<file path="src/rtl/strobe_card_pkg.sv">
package strobe_card_pkg;
  localparam int unsigned BYTE_W = 8;
  typedef enum int unsigned {
    LINE_SCLK = 0,
    LINE_SDI  = 1,
    LINE_STB  = 2
  } bus_line_e;
  localparam int unsigned N_LINES = 3;
endpackage

</file>
<file path="src/rtl/bus_sync.sv">
module bus_sync #(
  parameter int unsigned N      = 3,
  parameter int unsigned STAGES = 2
) (
  input  logic         clk_i,
  input  logic         rst_ni,
  input  logic [N-1:0] line_i,
  output logic [N-1:0] lvl_o,
  output logic [N-1:0] rise_o
);
  logic [N-1:0] stg_q [STAGES];
  logic [N-1:0] prev_q;

  for (genvar s = 0; s < STAGES; s++) begin : g_stage
    if (s == 0) begin : g_first
      always_ff @(posedge clk_i or negedge rst_ni)
        if (!rst_ni) stg_q[s] <= '0;
        else         stg_q[s] <= line_i;
    end else begin : g_next
      always_ff @(posedge clk_i or negedge rst_ni)
        if (!rst_ni) stg_q[s] <= '0;
        else         stg_q[s] <= stg_q[s-1];
    end
  end

  always_ff @(posedge clk_i or negedge rst_ni)
    if (!rst_ni) prev_q <= '0;
    else         prev_q <= stg_q[STAGES-1];

  assign lvl_o  = stg_q[STAGES-1];
  assign rise_o = stg_q[STAGES-1] & ~prev_q;
endmodule

</file>
<file path="src/rtl/shift_hist.sv">
module shift_hist #(
  parameter int unsigned W     = 8,
  parameter int unsigned DEPTH = 3,
  localparam int unsigned HW   = W * DEPTH
) (
  input  logic          clk_i,
  input  logic          rst_ni,
  input  logic          shift_i,
  input  logic          bit_i,
  output logic [HW-1:0] hist_o
);
  logic [HW-1:0] hist_q;

  // newest bit enters at bit 0, so bytes arrive msb first
  always_ff @(posedge clk_i or negedge rst_ni)
    if (!rst_ni)      hist_q <= '0;
    else if (shift_i) hist_q <= {hist_q[HW-2:0], bit_i};

  assign hist_o = hist_q;
endmodule

</file>
<file path="src/rtl/ret_shifter.sv">
module ret_shifter #(
  parameter int unsigned W = 8
) (
  input  logic         clk_i,
  input  logic         rst_ni,
  input  logic         load_i,
  input  logic [W-1:0] load_val_i,
  input  logic         shift_i,
  output logic         bit_o
);
  logic [W-1:0] q;

  always_ff @(posedge clk_i or negedge rst_ni)
    if (!rst_ni)      q <= '0;
    else if (load_i)  q <= load_val_i;
    else if (shift_i) q <= {q[W-2:0], 1'b0};

  assign bit_o = q[W-1];
endmodule

</file>
<file path="src/rtl/strobe_card.sv">
module strobe_card
  import strobe_card_pkg::*;
#(
  parameter int unsigned PAYLOAD_BYTES = 2,
  parameter int unsigned SYNC_STAGES   = 2,
  localparam int unsigned PW = PAYLOAD_BYTES * BYTE_W,
  localparam int unsigned HD = PAYLOAD_BYTES + 1,
  localparam int unsigned HW = HD * BYTE_W
) (
  input  logic              clk_i,
  input  logic              rst_ni,
  input  logic [BYTE_W-1:0] card_addr_i,
  input  logic [BYTE_W-1:0] status_i,
  input  logic              bus_sclk_i,
  input  logic              bus_sdi_i,
  input  logic              bus_strobe_i,
  output logic              sdo_o,
  output logic              sdo_oe_o,
  output logic [PW-1:0]     payload_o
);
  logic [N_LINES-1:0] lines, lvl, rise;
  logic               sclk_rise, strobe_rise, sdi_lvl;
  logic [HW-1:0]      hist;
  logic [BYTE_W-1:0]  addr_byte;
  logic               hit;
  logic               ret_bit;
  logic               oe_q;
  logic [PW-1:0]      payload_q;

  always_comb begin
    lines            = '0;
    lines[LINE_SCLK] = bus_sclk_i;
    lines[LINE_SDI]  = bus_sdi_i;
    lines[LINE_STB]  = bus_strobe_i;
  end

  bus_sync #(.N(N_LINES), .STAGES(SYNC_STAGES)) i_sync (
    .clk_i, .rst_ni, .line_i(lines), .lvl_o(lvl), .rise_o(rise)
  );

  assign sclk_rise   = rise[LINE_SCLK];
  assign strobe_rise = rise[LINE_STB];
  assign sdi_lvl     = lvl[LINE_SDI];

  shift_hist #(.W(BYTE_W), .DEPTH(HD)) i_hist (
    .clk_i, .rst_ni, .shift_i(sclk_rise), .bit_i(sdi_lvl), .hist_o(hist)
  );

  assign addr_byte = hist[BYTE_W-1:0];
  assign hit       = (addr_byte == card_addr_i);

  ret_shifter #(.W(BYTE_W)) i_ret (
    .clk_i, .rst_ni,
    .load_i    (strobe_rise & hit),
    .load_val_i(status_i),
    .shift_i   (sclk_rise),
    .bit_o     (ret_bit)
  );

  always_ff @(posedge clk_i or negedge rst_ni)
    if (!rst_ni) begin
      oe_q      <= 1'b0;
      payload_q <= '0;
    end else if (strobe_rise) begin
      oe_q <= hit;
      if (hit) payload_q <= hist[HW-1:BYTE_W];
    end

  assign sdo_oe_o  = oe_q;
  assign sdo_o     = oe_q & ret_bit;
  assign payload_o = payload_q;
endmodule


</file>
<file path="config.mk">
export PLATFORM = sky130hd
export DESIGN_NAME = strobe_card
export DESIGN_NICKNAME = d
export VERILOG_FILES = /design/src/rtl/strobe_card_pkg.sv /design/src/rtl/bus_sync.sv /design/src/rtl/shift_hist.sv /design/src/rtl/ret_shifter.sv /design/src/rtl/strobe_card.sv
export SDC_FILE = /design/constraint.sdc
export NUM_CORES = 1
export LEC_CHECK = 0
export ABC_AREA = 0
export BUFFER_PORTS_ARGS = -buffer_cell sky130_fd_sc_hd__buf_2
export CAP_MARGIN = 20
export CORE_MARGIN = 2
export CORE_UTILIZATION = 55
export DETAILED_ROUTE_END_ITERATION = 10
export GPL_TIMING_DRIVEN = 0
export HOLD_SLACK_MARGIN = 0.05
export PLACE_DENSITY = 0.78
export SLEW_MARGIN = 25
export SYNTH_ARGS = -nofsm -noshare
export SYNTH_HDL_FRONTEND = slang
export SYNTH_SLANG_ARGS = --single-unit
export TNS_END_PERCENT = 1
</file>
<file path="constraint.sdc">
create_clock -name clk_i -period 5.6 [get_ports clk_i]
set_input_delay 0.28 -clock clk_i [delete_from_list [all_inputs] [get_ports clk_i]]
set_output_delay 0.28 -clock clk_i [all_outputs]
set_load 0.005 [all_outputs]
</file>
==> results.txt, run 1 <==
Peak VDD IR: 0.000300 V
Fin Setup TNS: 0 ns
CP Max Fanout: 10
dpl ws: 3.73 ns
Pre-antenna DRT Iters: 4
grt total ovfl: 0
Synth top cells by count: 57 x dfrtp_1, 36 x mux2_2, 19 x mux2_4
Die Span Y: 68.8 um
Max Fclk: 0.532 GHz
All-Layer GR Usage: 0.188
sequential share of the synthesized area: 0.617
final cell count without fillers: 241
Die ar.: 4740 um2
Yosys cell types: 16
Max-slew headroom: 0.535
largest net degree at the start of global routing: 58
CTS clock-pin slew for the worst setup and hold paths: 0.06 ns
max-cap violations: 0
Sink Count: 57
Total Wirelength: 3.84 mm
Via density: 5.07
EDFF count, synth: 0
Period minus WS final: 1.88 ns
Post-Place Cells: 224
Filler cells: 295
fin crit share: 0.336
Synth Warn #: 0
worst path arrival time: 2.08 ns
layout overhead on the synthesized area: 19.8%
worst-skew pair later-pin latency: 0.32 ns
crit path capture type: flop
Rows: 23
status: finished, final reports clean
core area: 4030 um2
Inserted Clock Buffers: 9
initial antenna violation count: 0
ys flop type: dfrtp_1
global-route wire length before repair: 6.13 mm
CP required: 5.80 ns
Seq cells post-synth: 57
Cell Area, Synth: 2310 um2
Initial Utilization: 0.574
PortBufs: 38
Max Slew Vio Count: 0
Leakage: 1.48 nW
pwr dens: 358 nW/um2
Synth area leaders: dfrtp_1 62%, mux2_2 18%, mux2_4 12%
Avg Cell Area, Syn: 17.0 um2
via count of the first global-routing pass: 1,295
Mapped Cells: 136
DR vias: 1,223
CP startpoint kind: flop
root buffer cell: clkbuf_8
layout cells sized above 1: 0.602
number of DRC markers in iteration 0: 30
ys async rst share: 1.00
per-cell routed wire length: 16.0 um
area leader, netlist: dfrtp_1
post-synth top area share: 0.617
Final ANT Viol Nets: 0
ant diodes: 0
Final Hold Fails: 0
post-synth net total: 157
Chip Width: 68.8 um
post-CTS sizing: 0
I/O pin cnt: 39
Post-DP HPWL: 2.67 mm
Routability Congestion: 0.731
H-tree depth: 3
Hold WC Path Type: primary input to flop
Worst Tran Pin Value: 0.697 ns
RSZ-0062 raised after global routing: false
setup violators final: 0
final worst slack: 3.72 ns
WS Path Type: flop to flop
Layout Nets: 207
most frequent cell after synthesis: dfrtp_1
CTS tree: yes
clk_skew: 0.00905 ns
number of remaining DRC errors: 0
Max Buffers Root-to-Sink: 2
[sequential cells by signal, summed over array words and instances, names as in the netlist]
| register | count |
|---|---|
| i_hist.hist_o | 24 |
| payload_o | 16 |
| i_ret.q | 8 |
| i_sync.lvl_o | 3 |
| i_sync.stg_q | 3 |
| i_sync.prev_q | 2 |
| sdo_oe_o | 1 |
[where the power goes]
| group | switching [mW] | leakage [nW] | internal [mW] | total [mW] |
|---|---|---|---|---|
| combinational | 0.0415 | 0.628 | 0.0755 | 0.117 |
| sequential | 0.0473 | 0.753 | 0.471 | 0.519 |
| clock | 0.149 | 0.102 | 0.208 | 0.356 |
[critical path, cell delays in order (launching register included)]
cell     delay (ns)
dfrtp_1        0.40
xnor2_1        0.21
nand4_1        0.12
or4_4          0.42
buf_6          0.16
buf_12         0.15
mux2_4         0.30
[per-layer routing]
layer	GRT usage	share of wire
met5	0	0
met3	0.0487	0.038
met4	0.110	0.022
met1	0.236	0.44
met2	0.296	0.50
[placed cells by master, fill, tap and decap left out, drive strengths merged]
| master | count |
|---|---|
| dfrtp | 57 |
| mux2 | 55 |
| buf | 44 |
| clkbuf | 15 |
| xnor2 | 7 |
| nor2b | 2 |
| nand2 | 2 |
| clkinv | 2 |
| and2 | 1 |
| nand2b | 1 |
| xor2 | 1 |
| nand3 | 1 |
| nand4 | 1 |
| or4 | 1 |
| dlygate4sd3 | 1 |
[layout make-up]
class,count,area [um2],share of cell area
plain buffers,7,70.1,0.0253
clock buffers,14,183,0.0659
clock inverters,2,10.0,0.00361
multi-input cells,72,816,0.294
flip-flops and latches,57,1430,0.515
well taps,50,62.6,0.0226
repair buffers,39,203,0.0732
[repair_timing]
item	CTS	global route
hold endpoints to repair	57	0
buffers inserted	0	0
hold buffers	1	0
[kinds of logic after synthesis]
| kind of cell | after synthesis | share of synthesized area |
|---|---|---|
| XOR/XNOR | 8 | 0.0303 |
| buffers and inverters | 7 | 0.0303 |
| flip-flops | 57 | 0.617 |
| multiplexers | 55 | 0.299 |
| AND/OR/NAND/NOR | 9 | 0.0238 |
[per-stage QoR]
step / utilization / hold WS (ns) / total power [mW] / cell area (um2)
finish: 0.688 / 0.0658 / 0.992 / 2770
global route: 0.688 / 0.0504 / 1.04 / 2770
CTS: 0.688 / 0.0505 / 1.00 / 2770
detailed placement: 0.637 / 0.338 / 0.645 / 2570
global placement: 0.637 / 0.334 / 0.629 / 2560
floorplan: - / -0.0156 / 0.598 / 2310
[worst paths after layout]
path	start	end	slack (ns)	cells after the start
max	i_hist.hist_o[1]	payload_o[4]	3.72	6
min	bus_strobe_i	i_sync.stg_q[5]	0.07	1
max reg2reg	i_hist.hist_o[1]	payload_o[4]	3.72	6
min reg2reg	i_sync.stg_q[5]	i_sync.lvl_o[2]	0.35	0
max in group asynchronous	rst_ni	i_hist.hist_o[7]	4.59	2
min in group asynchronous	rst_ni	i_ret.q[1]	0.55	2
Note: power is estimated with default switching activity, not from simulation.
==> run 2, diff against run 1 <==
==> constraint.sdc (replaced) <==
create_clock -name clk_i -period 1.9 [get_ports clk_i]
set_input_delay 0.095 -clock clk_i [delete_from_list [all_inputs] [get_ports clk_i]]
set_output_delay 0.095 -clock clk_i [all_outputs]
set_load 0.005 [all_outputs]
==> run 2 against run 1 <==
  * Setup slack lost 3.7 ns
  * Via count grew 3.8%
  * Die area is the same
  * Clock-buffer cell count is the same
  * Design area grew 4.6%
  * Clock skew is essentially flat
  * Critical path depth is the same
  * First-iteration DRC count grew 37%
==> results.txt, run 2 (synthesis gave the netlist of run 1 again) <==
status: finished, final reports clean
Leakage: 1.54 nW
Routability Congestion: 0.731
WS Path Type: flop to flop
All-Layer GR Usage: 0.200
Fin Setup TNS: 0 ns
Max Buffers Root-to-Sink: 2
via count of the first global-routing pass: 1,382
number of DRC markers in iteration 0: 41
crit path capture type: flop
Switching Share: 0.241
grt total ovfl: 0
most common cell after layout, fill and taps aside: dfrtp_1
Worst Tran Pin Value: 0.699 ns
hold path start: i_sync.stg_q[5]
PortBufs: 38
Chip Width: 68.8 um
WHS Path Cells: 0
pwr dens: 1020 nW/um2
hold_ws: 0.350 ns
commonest cells after routing, fill and taps aside: 57 x dfrtp_1, 39 x buf_2, 36 x mux2_2
H-tree depth: 3
CP required: 2.10 ns
Pre-antenna DRT Iters: 4
max FFs per register: 24
Layout Nets: 219
ant diodes: 0
worst path arrival time: 2.05 ns
Final ANT Viol Nets: 0
final cell count without fillers: 253
fin crit share: 0.974
Hold EP: i_sync.lvl_o[2]
initial antenna violation count: 0
core area: 4030 um2
Die Span Y: 68.8 um
CTS tree: yes
CP Max Fanout: 10
Total Wirelength: 4.10 mm
Initial Utilization: 0.574
number of remaining DRC errors: 0
Final Hold Fails: 0
Die ar.: 4740 um2
Hold WC Path Type: flop to flop
Via density: 5.02
Internal Power: 2.25 mW
FF-to-FF End: payload_o[4]
Rows: 23
Post-Place Cells: 224
Post-DP HPWL: 2.67 mm
Max Slew Vio Count: 0
per-cell routed wire length: 16.2 um
Inserted Clock Buffers: 9
CTS clock-pin slew for the worst setup and hold paths: 0.06 ns
global-route wire length before repair: 6.50 mm
max-cap violations: 0
Period minus WS final: 1.85 ns
Max-slew headroom: 0.534
reg2reg start: i_hist.hist_o[7]
Peak VDD IR: 0.000886 V
largest net degree at the start of global routing: 58
clk_skew: 0.00950 ns
setup violators final: 0
Max Fclk: 0.540 GHz
Gate power share: 0.127
CP startpoint kind: flop
worst reg-to-reg setup slack: 0.05 ns
worst-skew pair later-pin latency: 0.32 ns
Reg2Reg Depth: 6
layout cells sized above 1: 0.576
RSZ-0062 raised after global routing: true
switching power: 0.715 mW
Sink Count: 57
layout overhead on the synthesized area: 25.3%
I/O pin cnt: 39
root buffer cell: clkbuf_8
Sequential Power Share: 0.517
Clk pwr share: 0.356
DR vias: 1,269
## run 2: layout make-up
type	count	area (um2)
buffer	7	72.6
sequential	57	1430
timing repair buffer	51	320
fill	284	1130
multi-input combinational	72	823
tap	50	62.6
clock inverter	2	10.0
clock buffer	14	183
## run 2: how the worst max path moves through the flow
stage | from | end | slack (ns) | cells after the start
finish | i_hist.hist_o[7] | payload_o[4] | 0.05 | 6
global route | i_hist.hist_o[0] | payload_o[6] | -0.01 | 6
floorplan | i_hist.hist_o[5] | i_ret.q[3] | 0.15 | 6
detailed placement | i_hist.hist_o[1] | payload_o[6] | 0.03 | 6
global placement | i_hist.hist_o[7] | payload_o[7] | 0.07 | 6
CTS | i_hist.hist_o[1] | payload_o[6] | 0.02 | 6
## run 2: critical path, cell delays in order (launching register included)
cell,delay [ns]
dfrtp_1,0.41
xnor2_1,0.15
nand3_1,0.08
or4_4,0.48
buf_6,0.16
buf_12,0.15
mux2_4,0.30
## run 2: per-layer routing
| layer | track usage | vias up | share of wire | wire [um] |
|---|---|---|---|---|
| li1 | - | 595 | - | - |
| met4 | 0.110 | 0 | 0.0098 | 40 |
| met5 | 0 | - | 0 | 0 |
| met3 | 0.0487 | 4 | 0.028 | 114 |
| met2 | 0.331 | 24 | 0.53 | 2170 |
| met1 | 0.242 | 646 | 0.43 | 1770 |
## run 2: metrics by stage
stage / cell area, um2 / power, mW / worst slack (ns) / utilization
finish: 2900 / 2.96 / 0.0490 / 0.719
floorplan: 2310 / 1.76 / 0.145 / -
CTS: 2880 / 2.98 / 0.0192 / 0.715
detailed placement: 2570 / 1.90 / 0.0267 / 0.637
global route: 2900 / 3.12 / -0.0148 / 0.719
global placement: 2560 / 1.85 / 0.0714 / 0.637
## run 2: repair_timing
item,4_1_cts,5_1_grt
hold buffers,12,0
hold endpoints to repair,68,0
gates resized for setup,0,2
setup endpoints to repair,0,29
setup buffers,0,1
## run 2: power groups by stage
stage / Clock (mW) / Combinational (mW) / Sequential, mW
after floorplan: 0 / 0.260 / 1.50
after global placement: 0 / 0.325 / 1.53
after detailed placement: 0 / 0.346 / 1.55
after CTS: 1.07 / 0.369 / 1.53
after global routing: 1.14 / 0.416 / 1.56
final: 1.05 / 0.377 / 1.53
